**config.mk**
```make
export PLATFORM = sky130hd
export DESIGN_NAME = frame_cache_ctrl
export DESIGN_NICKNAME = d
export VERILOG_FILES = /design/src/rtl/fcc_pkg.sv /design/src/rtl/fcc_spill_policy.sv /design/src/rtl/fcc_slot_ring.sv /design/src/rtl/fcc_sequencer.sv /design/src/rtl/frame_cache_ctrl.sv
export SDC_FILE = /design/constraint.sdc
export NUM_CORES = 1
export LEC_CHECK = 0
export ABC_AREA = 1
export BUFFER_PORTS_ARGS = -buffer_cell sky130_fd_sc_hd__buf_2
export CORE_MARGIN = 2
export CORE_UTILIZATION = 35
export DETAILED_ROUTE_END_ITERATION = 6
export GPL_ROUTABILITY_DRIVEN = 0
export HOLD_SLACK_MARGIN = 0.1
export PLACE_DENSITY_LB_ADDON = 0.1
export SLEW_MARGIN = 20
export SYNTH_ARGS = -nofsm -noshare
export SYNTH_HDL_FRONTEND = slang
export SYNTH_SLANG_ARGS = --single-unit
```
**constraint.sdc**
```tcl
create_clock -name clk -period 1.55 [get_ports clk]
set_input_delay 0.2325 -clock clk [delete_from_list [all_inputs] [get_ports clk]]
set_output_delay 0.2325 -clock clk [all_outputs]
set_load 0.01 [all_outputs]
```
**src/rtl/fcc_pkg.sv**
```systemverilog
package fcc_pkg;
  typedef enum logic [1:0] {
    FCC_IDLE  = 2'd0,
    FCC_SPILL = 2'd1,
    FCC_FILL  = 2'd2,
    FCC_DRAIN = 2'd3
  } fcc_state_e;
endpackage

```
**src/rtl/fcc_spill_policy.sv**
```systemverilog
// Decides at push time whether the oldest frame must leave the cache.
module fcc_spill_policy #(
  parameter int NUM_SLOTS = 8,
  parameter int PRIO_W    = 5,
  parameter int CRIT_PRIO = 28,
  localparam int CNT_W    = $clog2(NUM_SLOTS + 1),
  localparam int RSV_W    = $clog2(NUM_SLOTS)
) (
  input  logic [CNT_W-1:0]  count_cur,
  input  logic [RSV_W-1:0]  rsv_frames,
  input  logic [PRIO_W-1:0] ctx_prio,
  input  logic              ctx_intr,
  output logic              need_spill
);
  localparam int SUM_W = CNT_W + RSV_W + 1;

  logic [SUM_W-1:0] count_after;
  logic [SUM_W-1:0] count_plus_rsv;
  logic             ctx_critical;
  logic             hits_full;
  logic             hits_reserve;

  always_comb begin
    count_after    = SUM_W'(count_cur) + SUM_W'(1);
    count_plus_rsv = count_after + SUM_W'(rsv_frames);
    ctx_critical   = ctx_intr && (ctx_prio >= PRIO_W'(CRIT_PRIO));
    hits_full      = count_after >= SUM_W'(NUM_SLOTS);
    hits_reserve   = count_plus_rsv >= SUM_W'(NUM_SLOTS);
    need_spill     = hits_full || (!ctx_critical && hits_reserve);
  end
endmodule

```
**src/rtl/fcc_slot_ring.sv**
```systemverilog
// Newest/oldest slot pointers and resident count of the frame ring.
module fcc_slot_ring #(
  parameter int NUM_SLOTS = 8,
  localparam int IDX_W    = $clog2(NUM_SLOTS),
  localparam int CNT_W    = $clog2(NUM_SLOTS + 1)
) (
  input  logic             clk,
  input  logic             rst_n,
  input  logic             do_push,
  input  logic             do_pop,
  input  logic             do_retire,
  output logic [CNT_W-1:0] count,
  output logic [IDX_W-1:0] head_ptr,
  output logic [IDX_W-1:0] oldest_ptr
);
  localparam bit POW2 = (NUM_SLOTS == (1 << IDX_W));

  logic [IDX_W-1:0] head_inc, head_dec, oldest_inc;
  logic [IDX_W-1:0] head_nxt, oldest_nxt;
  logic [CNT_W-1:0] count_nxt;
  logic             head_en, oldest_en, count_en;

  generate
    if (POW2) begin : g_wrap_free
      assign head_inc   = head_ptr + IDX_W'(1);
      assign head_dec   = head_ptr - IDX_W'(1);
      assign oldest_inc = oldest_ptr + IDX_W'(1);
    end else begin : g_wrap_cmp
      assign head_inc   = (head_ptr == IDX_W'(NUM_SLOTS - 1)) ? '0 : head_ptr + IDX_W'(1);
      assign head_dec   = (head_ptr == '0) ? IDX_W'(NUM_SLOTS - 1) : head_ptr - IDX_W'(1);
      assign oldest_inc = (oldest_ptr == IDX_W'(NUM_SLOTS - 1)) ? '0 : oldest_ptr + IDX_W'(1);
    end
  endgenerate

  always_comb begin
    head_en    = do_push || do_pop;
    head_nxt   = do_push ? head_inc : head_dec;
    oldest_en  = do_retire;
    oldest_nxt = oldest_inc;
    count_en   = do_push || do_pop || do_retire;
    count_nxt  = do_push ? count + CNT_W'(1) : count - CNT_W'(1);
  end

  always_ff @(posedge clk or negedge rst_n) begin
    if (!rst_n) begin
      head_ptr   <= '0;
      oldest_ptr <= '0;
      count      <= '0;
    end else begin
      if (head_en)   head_ptr   <= head_nxt;
      if (oldest_en) oldest_ptr <= oldest_nxt;
      if (count_en)  count      <= count_nxt;
    end
  end
endmodule

```
**src/rtl/fcc_sequencer.sv**
```systemverilog
// Accepts requests, runs the spill/fill handshakes and drains on flush.
module fcc_sequencer
  import fcc_pkg::*;
#(
  parameter int NUM_SLOTS = 8,
  localparam int CNT_W    = $clog2(NUM_SLOTS + 1)
) (
  input  logic             clk,
  input  logic             rst_n,
  input  logic             push_req,
  input  logic             pop_req,
  input  logic             flush_req,
  input  logic             need_spill,
  input  logic [CNT_W-1:0] count,
  input  logic             spill_ack,
  input  logic             fill_ack,
  output logic             do_push,
  output logic             do_pop,
  output logic             do_retire,
  output logic             ready,
  output logic             spill_req,
  output logic             fill_req,
  output logic             flush_done
);
  fcc_state_e state, state_nxt;
  logic       done_nxt;

  always_comb begin
    state_nxt = state;
    done_nxt  = 1'b0;
    do_push   = 1'b0;
    do_pop    = 1'b0;
    do_retire = 1'b0;
    unique case (state)
      FCC_IDLE: begin
        if (flush_req) begin
          if (count == '0) done_nxt  = 1'b1;
          else             state_nxt = FCC_DRAIN;
        end else if (push_req) begin
          do_push = 1'b1;
          if (need_spill) state_nxt = FCC_SPILL;
        end else if (pop_req) begin
          if (count == '0) state_nxt = FCC_FILL;
          else             do_pop    = 1'b1;
        end
      end
      FCC_SPILL: begin
        if (spill_ack) begin
          do_retire = 1'b1;
          state_nxt = FCC_IDLE;
        end
      end
      FCC_FILL: begin
        if (fill_ack) state_nxt = FCC_IDLE;
      end
      FCC_DRAIN: begin
        if (spill_ack) begin
          do_retire = 1'b1;
          if (count == CNT_W'(1)) begin
            state_nxt = FCC_IDLE;
            done_nxt  = 1'b1;
          end
        end
      end
      default: state_nxt = FCC_IDLE;
    endcase
  end

  always_ff @(posedge clk or negedge rst_n) begin
    if (!rst_n) begin
      state      <= FCC_IDLE;
      flush_done <= 1'b0;
    end else begin
      state      <= state_nxt;
      flush_done <= done_nxt;
    end
  end

  always_comb begin
    ready     = (state == FCC_IDLE);
    spill_req = (state == FCC_SPILL) || (state == FCC_DRAIN);
    fill_req  = (state == FCC_FILL);
  end
endmodule

```
**src/rtl/frame_cache_ctrl.sv**
```systemverilog
module frame_cache_ctrl #(
  parameter int NUM_SLOTS = 8,
  parameter int PRIO_W    = 5,
  parameter int CRIT_PRIO = 28,
  localparam int IDX_W    = $clog2(NUM_SLOTS),
  localparam int CNT_W    = $clog2(NUM_SLOTS + 1)
) (
  input  logic              clk,
  input  logic              rst_n,
  input  logic              push_req,
  input  logic              pop_req,
  input  logic              flush_req,
  input  logic [IDX_W-1:0]  rsv_frames,
  input  logic [PRIO_W-1:0] cur_prio,
  input  logic              cur_intr,
  input  logic              spill_ack,
  input  logic              fill_ack,
  output logic              ready,
  output logic              spill_req,
  output logic [IDX_W-1:0]  spill_slot,
  output logic              fill_req,
  output logic              flush_done,
  output logic [CNT_W-1:0]  occupancy
);
  logic             need_spill;
  logic             do_push, do_pop, do_retire;
  logic [CNT_W-1:0] count;
  logic [IDX_W-1:0] head_ptr, oldest_ptr;

  fcc_spill_policy #(
    .NUM_SLOTS(NUM_SLOTS), .PRIO_W(PRIO_W), .CRIT_PRIO(CRIT_PRIO)
  ) i_policy (
    .count_cur (count),
    .rsv_frames(rsv_frames),
    .ctx_prio  (cur_prio),
    .ctx_intr  (cur_intr),
    .need_spill(need_spill)
  );

  fcc_slot_ring #(.NUM_SLOTS(NUM_SLOTS)) i_ring (
    .clk       (clk),
    .rst_n     (rst_n),
    .do_push   (do_push),
    .do_pop    (do_pop),
    .do_retire (do_retire),
    .count     (count),
    .head_ptr  (head_ptr),
    .oldest_ptr(oldest_ptr)
  );

  fcc_sequencer #(.NUM_SLOTS(NUM_SLOTS)) i_seq (
    .clk       (clk),
    .rst_n     (rst_n),
    .push_req  (push_req),
    .pop_req   (pop_req),
    .flush_req (flush_req),
    .need_spill(need_spill),
    .count     (count),
    .spill_ack (spill_ack),
    .fill_ack  (fill_ack),
    .do_push   (do_push),
    .do_pop    (do_pop),
    .do_retire (do_retire),
    .ready     (ready),
    .spill_req (spill_req),
    .fill_req  (fill_req),
    .flush_done(flush_done)
  );

  assign spill_slot = oldest_ptr;
  assign occupancy  = count;
endmodule

```
# --- Word-level counts from Yosys, hierarchy flattened ---
# Index checks and enable logic that the tools add are counted.
classes:
  add_sub_neg: 5
  order_cmp: 3
  n_eq_ne: 12
  mux: 27
  reduce_logical: 11
ops:
  columns: ["op", "n"]
  rows:
  - ["$mux 2", 10]
  - ["$ge 8x4->1 const B", 2]
  - ["$mux 1", 14]
  - ["$add 8x3->8", 1]
  - ["$ne 4x3->1 const B", 2]
  - ["$pmux 2 s4", 1]
  - ["$reduce_and 8->1", 1]
  - ["$ne 2x2->1 const B", 3]
  - ["$add 4x1->5 const B", 1]
  - ["$ge 5x5->1 const B", 1]
  - ["$add 4x1->4 const B", 1]
  - ["$eq 2x2->1 const B", 2]
  - ["$eq 4x1->1 const B", 1]
  - ["$logic_not 4->1", 1]
  - ["$logic_or 1x1->1", 4]
  - ["$mux 4", 1]
  - ["$ne 4x4->1 const B", 1]
  - ["$sub 4x1->4 const B", 1]
  - ["$add 3x1->3 const B", 1]
  - ["$ne 3x3->1 const B", 1]
  - ["$eq 2x1->1 const B", 1]
  - ["$logic_and 1x1->1", 2]
  - ["$logic_not 2->1", 1]
  - ["$ne 2x1->1 const B", 1]
  - ["other kinds (3)", 3]
word_totals:
  reg_bits: 10
  elab_cells: 62

# --- Longest topological paths before layout ---
depth:
  word_depth: 9
  mapped_depth: 10
  ltp_nobuf: 10

# --- By module ---
# Synthesis repeated with hierarchy kept, for this count alone.
hier_totals:
  hier_cells: 132
  hier_area_um2: 1059.8
by_module_without_submodules:
  columns: ["mod", "n_inst", "cells_each", "area_each_um2"]
  rows:
  - ["fcc_slot_ring", 1, 53, 545.5]
  - ["fcc_sequencer", 1, 57, 376.6]
  - ["fcc_spill_policy", 1, 22, 137.6]

# --- Worst setup path after synthesis ---
# No wires, ideal clock.
synth_path:
  kind: "register -> register"
  start: "register i_ring.count[0]"
  end: "register i_seq.state[0]"
  setup_time_ps: 117
  arrival_ps: 1629
  required_ps: 1433
  slack_ps: -196
  path_stages_with_launch: 10
  path_buffers: 0
  period_less_slack_ps: 1746
  path_cell_list: "dfrtp_1 > ha_1 > xor2_1 > ha_1 > a21oi_1 > nand2_1 > nand2_1 > nand3_2 > nand3_1 > nand2_1"
synth_between:
  elab_chain_len: 7
  elab_cells_between_ends: 13
  cone_classes: "add/sub: 2; order compare: 2; eq/ne: 5; reduce/logical: 4"
synth_rtl:
  columns: ["element", "line_no", "rtl"]
  rows:
  - ["from (decl)", "fcc_slot_ring.sv:12", "output logic [CNT_W-1:0] count,"]
  - ["from (signal assigned)", "fcc_slot_ring.sv:52", "if (count_en) count <= count_nxt;"]
  - ["$add 4x1->5", "fcc_spill_policy.sv:24", "count_after = SUM_W'(count_cur) + SUM_W'(1);"]
  - ["$add 8x3->8", "fcc_spill_policy.sv:25", "count_plus_rsv = count_after + SUM_W'(rsv_frames);"]
  - ["$ge 8x4->1", "fcc_spill_policy.sv:28", "hits_reserve = count_plus_rsv >= SUM_W'(NUM_SLOTS);"]
  - ["$logic_and 1x1->1", "fcc_spill_policy.sv:29", "need_spill = hits_full || (!ctx_critical && hits_reserve);"]
  - ["$logic_or 1x1->1", "fcc_spill_policy.sv:29", null]
  - ["$ne 4x3->1 (no line)", null, null]
  - ["$reduce_and 8->1 (no line) *", null, null]
  - ["to (signal assigned)", "fcc_sequencer.sv:74", "state <= state_nxt;"]
  - ["to (decl)", "fcc_sequencer.sv:25", "fcc_state_e state, state_nxt;"]
# Every way passes the cells marked *; elsewhere a longest branch is shown, timed or not.
# A chain may end at the register's enable or synchronous reset.

# --- Worst setup path after layout ---
# Ends and elaborated chain as after synthesis.

==> results_tabular.tex <==
\begin{tabular}{lr}
\hline
Metric & Value \\
\hline
\multicolumn{2}{l}{\textbf{Routing}} \\
Pre-Repair DR Iteration Count & 3 \\
Number of DRC violations after detailed routing & 0 \\
Post-DRT Antenna Nets & 0 \\
Final routed wire length divided by cell count & 10.7 um \\
DRT iter0 DRCs & 3 \\
Final routed wirelength across all metal layers & 1780 um \\
Post-detailed-route via-to-cell ratio & 4.54 \\
Via Count & 753 \\
\multicolumn{2}{l}{\textbf{Pwr}} \\
Leakage power & 0.598 nW \\
Maximum vdd ir drop & 1.12 mV \\
PnR Total Power & 2.43 mW \\
Pwr dens & 2050 nW/um\^{}2 \\
\multicolumn{2}{l}{\textbf{Min path}} \\
Hold path start & spill\_ack \\
Hold path endpoint & i\_seq.flush\_done\$\_DFF\_PN0\_ \\
Number of cells on the worst hold path & 3 \\
Class of the tightest hold or removal check & input pin to flop \\
\multicolumn{2}{l}{\textbf{Timing}} \\
Clock skew after layout & 3.20 ps \\
Achievable Freq & 0.609 GHz \\
Slew @ Worst Pin & 298 ps \\
Final count of pins violating max slew & 0 \\
Final Setup Violations & 2 \\
Fin crit share & 106\% \\
Unrepaired setup endpoints after global routing & true \\
Final setup margin & -92.5 ps \\
Slew headroom & 80.1\% \\
Hold violation count in the final report & 0 \\
Tmin final & 1640 ps \\
\multicolumn{2}{l}{\textbf{Global route}} \\
Number of global-route vias before repair & 745 \\
Total grt overflow & 0 \\
Pin count of the biggest net entering global routing & 11 \\
Global Route Usage Sum & 15.0\% \\
Number of antenna violations at the first check in global routing & 0 \\
First-pass GRT wire length & 3120 um \\
\multicolumn{2}{l}{\textbf{Worst setup path}} \\
Required time worst endpoint & 1760 ps \\
Worst endpoint data arrival time & 1850 ps \\
Capture point of the worst reg-to-reg path & i\_seq.state[0]\$\_DFFE\_PN0P\_ \\
Launch point of the worst reg-to-reg path & i\_ring.count[0]\$\_DFFE\_PN0P\_ \\
Max Fanout on Critical Path & 3 \\
Setup CP Type & flop to flop \\
Slack of the worst reg-to-reg path & -90 ps \\
Worst reg-to-reg path cell count & 10 \\
Type of element launching the critical path & flop \\
Type of destination of the critical path & flop \\
\multicolumn{2}{l}{\textbf{Status}} \\
Violations in the final reports & setup timing \\
Run status & complete, but fails checks \\
\multicolumn{2}{l}{\textbf{Synthesis}} \\
Synth Area per Inst & 8.78 um\^{}2 \\
Share of the yosys chip area belonging to registers & 28.5\% \\
Post-synthesis register bit count & 10 \\
Post-Synthesis Cells & 100 \\
Syn\_nets & 127 \\
Number of distinct library cells after synthesis & 24 \\
Total of warnings raised by yosys & 0 \\
Synthesized cell area & 878 um\^{}2 \\
\multicolumn{2}{l}{\textbf{CTS}} \\
Worst-Skew Late Latency & 270 ps \\
Cts bufs inserted & 3 \\
Root cell of the clock tree & sky130\_fd\_sc\_hd\_\_clkbuf\_4 \\
Maximum root-to-sink buffer count & 2 \\
Clock tree from TritonCTS & yes \\
\# clock sinks & 10 \\
CTS H-tree depth & 1 \\
CTS clk-pin slew, worst paths & 70 ps \\
\multicolumn{2}{l}{\textbf{Floorplanning}} \\
Die Outline Area & 2930 um\^{}2 \\
Y dimension of the die & 54.1 um \\
Row count & 18 \\
Core region area & 2430 um\^{}2 \\
I/O pin cnt & 27 \\
Chip width & 54.1 um \\
Effective utilization at floorplan & 36.1\% \\
\multicolumn{2}{l}{\textbf{Placed design}} \\
Count of input and output buffers & 24 \\
Detail Placement HPWL & 1460 um \\
Standard cell area after detailed placement & 1100 um\^{}2 \\
\multicolumn{2}{l}{\textbf{Finish}} \\
Non-Filler Cell Area, Final & 1180 um\^{}2 \\
Area Growth Syn to Fin & 34.9\% \\
Share of the core filled with cells & 48.7\% \\
Ratio of cells with drive above 1 in the final layout & 47.8\% \\
Final antenna diode count & 0 \\
Net count, final & 164 \\
\multicolumn{2}{l}{\textbf{Job}} \\
Max Cap Viol & 0 \\
\hline
\end{tabular}
layout make-up:
| type | count | area [um^2] |
|---|---|---|
| Clock buffer | 4 | 36.3 |
| Sequential cell | 10 | 253 |
| Tap cell | 30 | 37.5 |
| Fill cell | 270 | 1250 |
| Inverter | 12 | 45.0 |
| Timing Repair Buffer | 33 | 190 |
| Multi-Input combinational cell | 77 | 623 |
cells by family (layout without fill, tap and decap cells):
| kind of cell | after synthesis | in the layout | share of synthesized area, % |
|---|---|---|---|
| and+or+nand+nor | 53 | 53 | 37.8 |
| buffers and inverters | 13 | 49 | 6.41 |
| adders and majority gates | 11 | 11 | 15.7 |
| DFF | 10 | 10 | 28.5 |
| AOI/OAI and AO/OA | 6 | 6 | 3.56 |
| xor gates and xnor gates | 6 | 6 | 6.84 |
| muxes | 1 | 1 | 1.28 |
per-layer routing:
layer,routed length [um],GRT usage (%)
met3,74,5.83
met5,0,0
met4,10,2.08
met2,927,26.6
met1,763,17.5
sequential cells by signal, summed over array words and instances (netlist names):
register           flops
i_seq.state            2
i_seq.flush_done       1
i_ring.oldest_ptr      3
i_ring.count           4
report_power, final:
group | leakage (nW) | switching [mW] | total, mW | internal (mW)
combinational | 0.455 | 0.881 | 1.67 | 0.785
clock | 0.0210 | 0.0937 | 0.236 | 0.143
sequential | 0.121 | 0.132 | 0.524 | 0.392
worst max path at each step:
stage          slack, ps  cells after the start                         end                        start
6_report             -90                     10  i_seq.state[0]$_DFFE_PN0P_  i_ring.count[0]$_DFFE_PN0P_
5_1_grt             -260                     10  i_seq.state[0]$_DFFE_PN0P_  i_ring.count[0]$_DFFE_PN0P_
4_1_cts             -120                      9  i_seq.state[0]$_DFFE_PN0P_  i_ring.count[0]$_DFFE_PN0P_
3_5_place_dp        -130                      9  i_seq.state[0]$_DFFE_PN0P_  i_ring.count[0]$_DFFE_PN0P_
3_3_place_gp         -90                      9  i_seq.state[0]$_DFFE_PN0P_  i_ring.count[0]$_DFFE_PN0P_
2_1_floorplan        -60                      9  i_seq.state[0]$_DFFE_PN0P_  i_ring.count[0]$_DFFE_PN0P_
cells in the mapped netlist:
| cell type | number | share of area (%) |
|---|---|---|
| sky130_fd_sc_hd__nand3_2 | 4 | 4.6 |
| sky130_fd_sc_hd__a21oi_1 | 3 | 1.7 |
| sky130_fd_sc_hd__inv_2 | 2 | 0.86 |
| sky130_fd_sc_hd__xnor2_1 | 3 | 3.0 |
| sky130_fd_sc_hd__mux2_2 | 1 | 1.3 |
| sky130_fd_sc_hd__ha_1 | 11 | 16 |
| sky130_fd_sc_hd__dfrtp_1 | 10 | 28 |
| sky130_fd_sc_hd__nor2_2 | 1 | 0.71 |
| sky130_fd_sc_hd__nand3_4 | 2 | 4.0 |
| sky130_fd_sc_hd__or2_0 | 1 | 0.71 |
| sky130_fd_sc_hd__nor2_1 | 7 | 3.0 |
| sky130_fd_sc_hd__o22ai_1 | 1 | 0.71 |
| sky130_fd_sc_hd__xor2_2 | 1 | 1.9 |
| sky130_fd_sc_hd__nand4_1 | 5 | 3.6 |
| sky130_fd_sc_hd__inv_1 | 10 | 4.3 |
| sky130_fd_sc_hd__nand3b_1 | 1 | 0.86 |
| sky130_fd_sc_hd__o21ai_1 | 2 | 1.1 |
| sky130_fd_sc_hd__nor2_4 | 3 | 3.8 |
| sky130_fd_sc_hd__nand3_1 | 6 | 3.4 |
| sky130_fd_sc_hd__xor2_1 | 2 | 2.0 |
| sky130_fd_sc_hd__nand2_2 | 5 | 3.6 |
| sky130_fd_sc_hd__buf_6 | 1 | 1.3 |
| sky130_fd_sc_hd__nand2_1 | 17 | 7.3 |
| sky130_fd_sc_hd__nor2_8 | 1 | 2.3 |
per-stage QoR:
stage	hold slack, ps	setup TNS [ps]	instances	worst slack [ps]
2_1_floorplan	-63.1	-123	100	-61.4
4_1_cts	265	-220	164	-117
6_report	273	-169	166	-92.5
3_3_place_gp	107	-167	159	-87.6
5_1_grt	264	-529	166	-256
3_5_place_dp	108	-237	159	-127
repair_timing:
action | 4_1_cts | 5_1_grt
endpoints found under the setup margin | 3 | 8
pin swaps | 1 | 1
gates resized for setup | 2 | 3
buffers inserted | 0 | 2
hold buffers | 1 | 0
endpoints found under the hold margin | 10 | 0
critical path, stage by stage, from the launching register on:
cell,delay [ps]
sky130_fd_sc_hd__dfrtp_2,440
sky130_fd_sc_hd__ha_4,180
sky130_fd_sc_hd__xor2_2,150
sky130_fd_sc_hd__ha_1,300
sky130_fd_sc_hd__a21oi_2,120
sky130_fd_sc_hd__nand2_1,60
sky130_fd_sc_hd__nand2_1,60
sky130_fd_sc_hd__nand3_2,90
sky130_fd_sc_hd__nand2_2,80
sky130_fd_sc_hd__nand2_1,50
sky130_fd_sc_hd__nand2_1,70
cells in the final DEF, fill, tap and decap left out, drive strengths merged, types with 2 or more instances in the layout:
cell,instances
buf,32
nand2,22
inv,12
nor2,12
nand3,12
ha,11
dfrtp,10
nand4,5
clkbuf,4
xnor2,3
xor2,3
a21oi,3
o21ai,2
(Power assumes the default switching activity.)
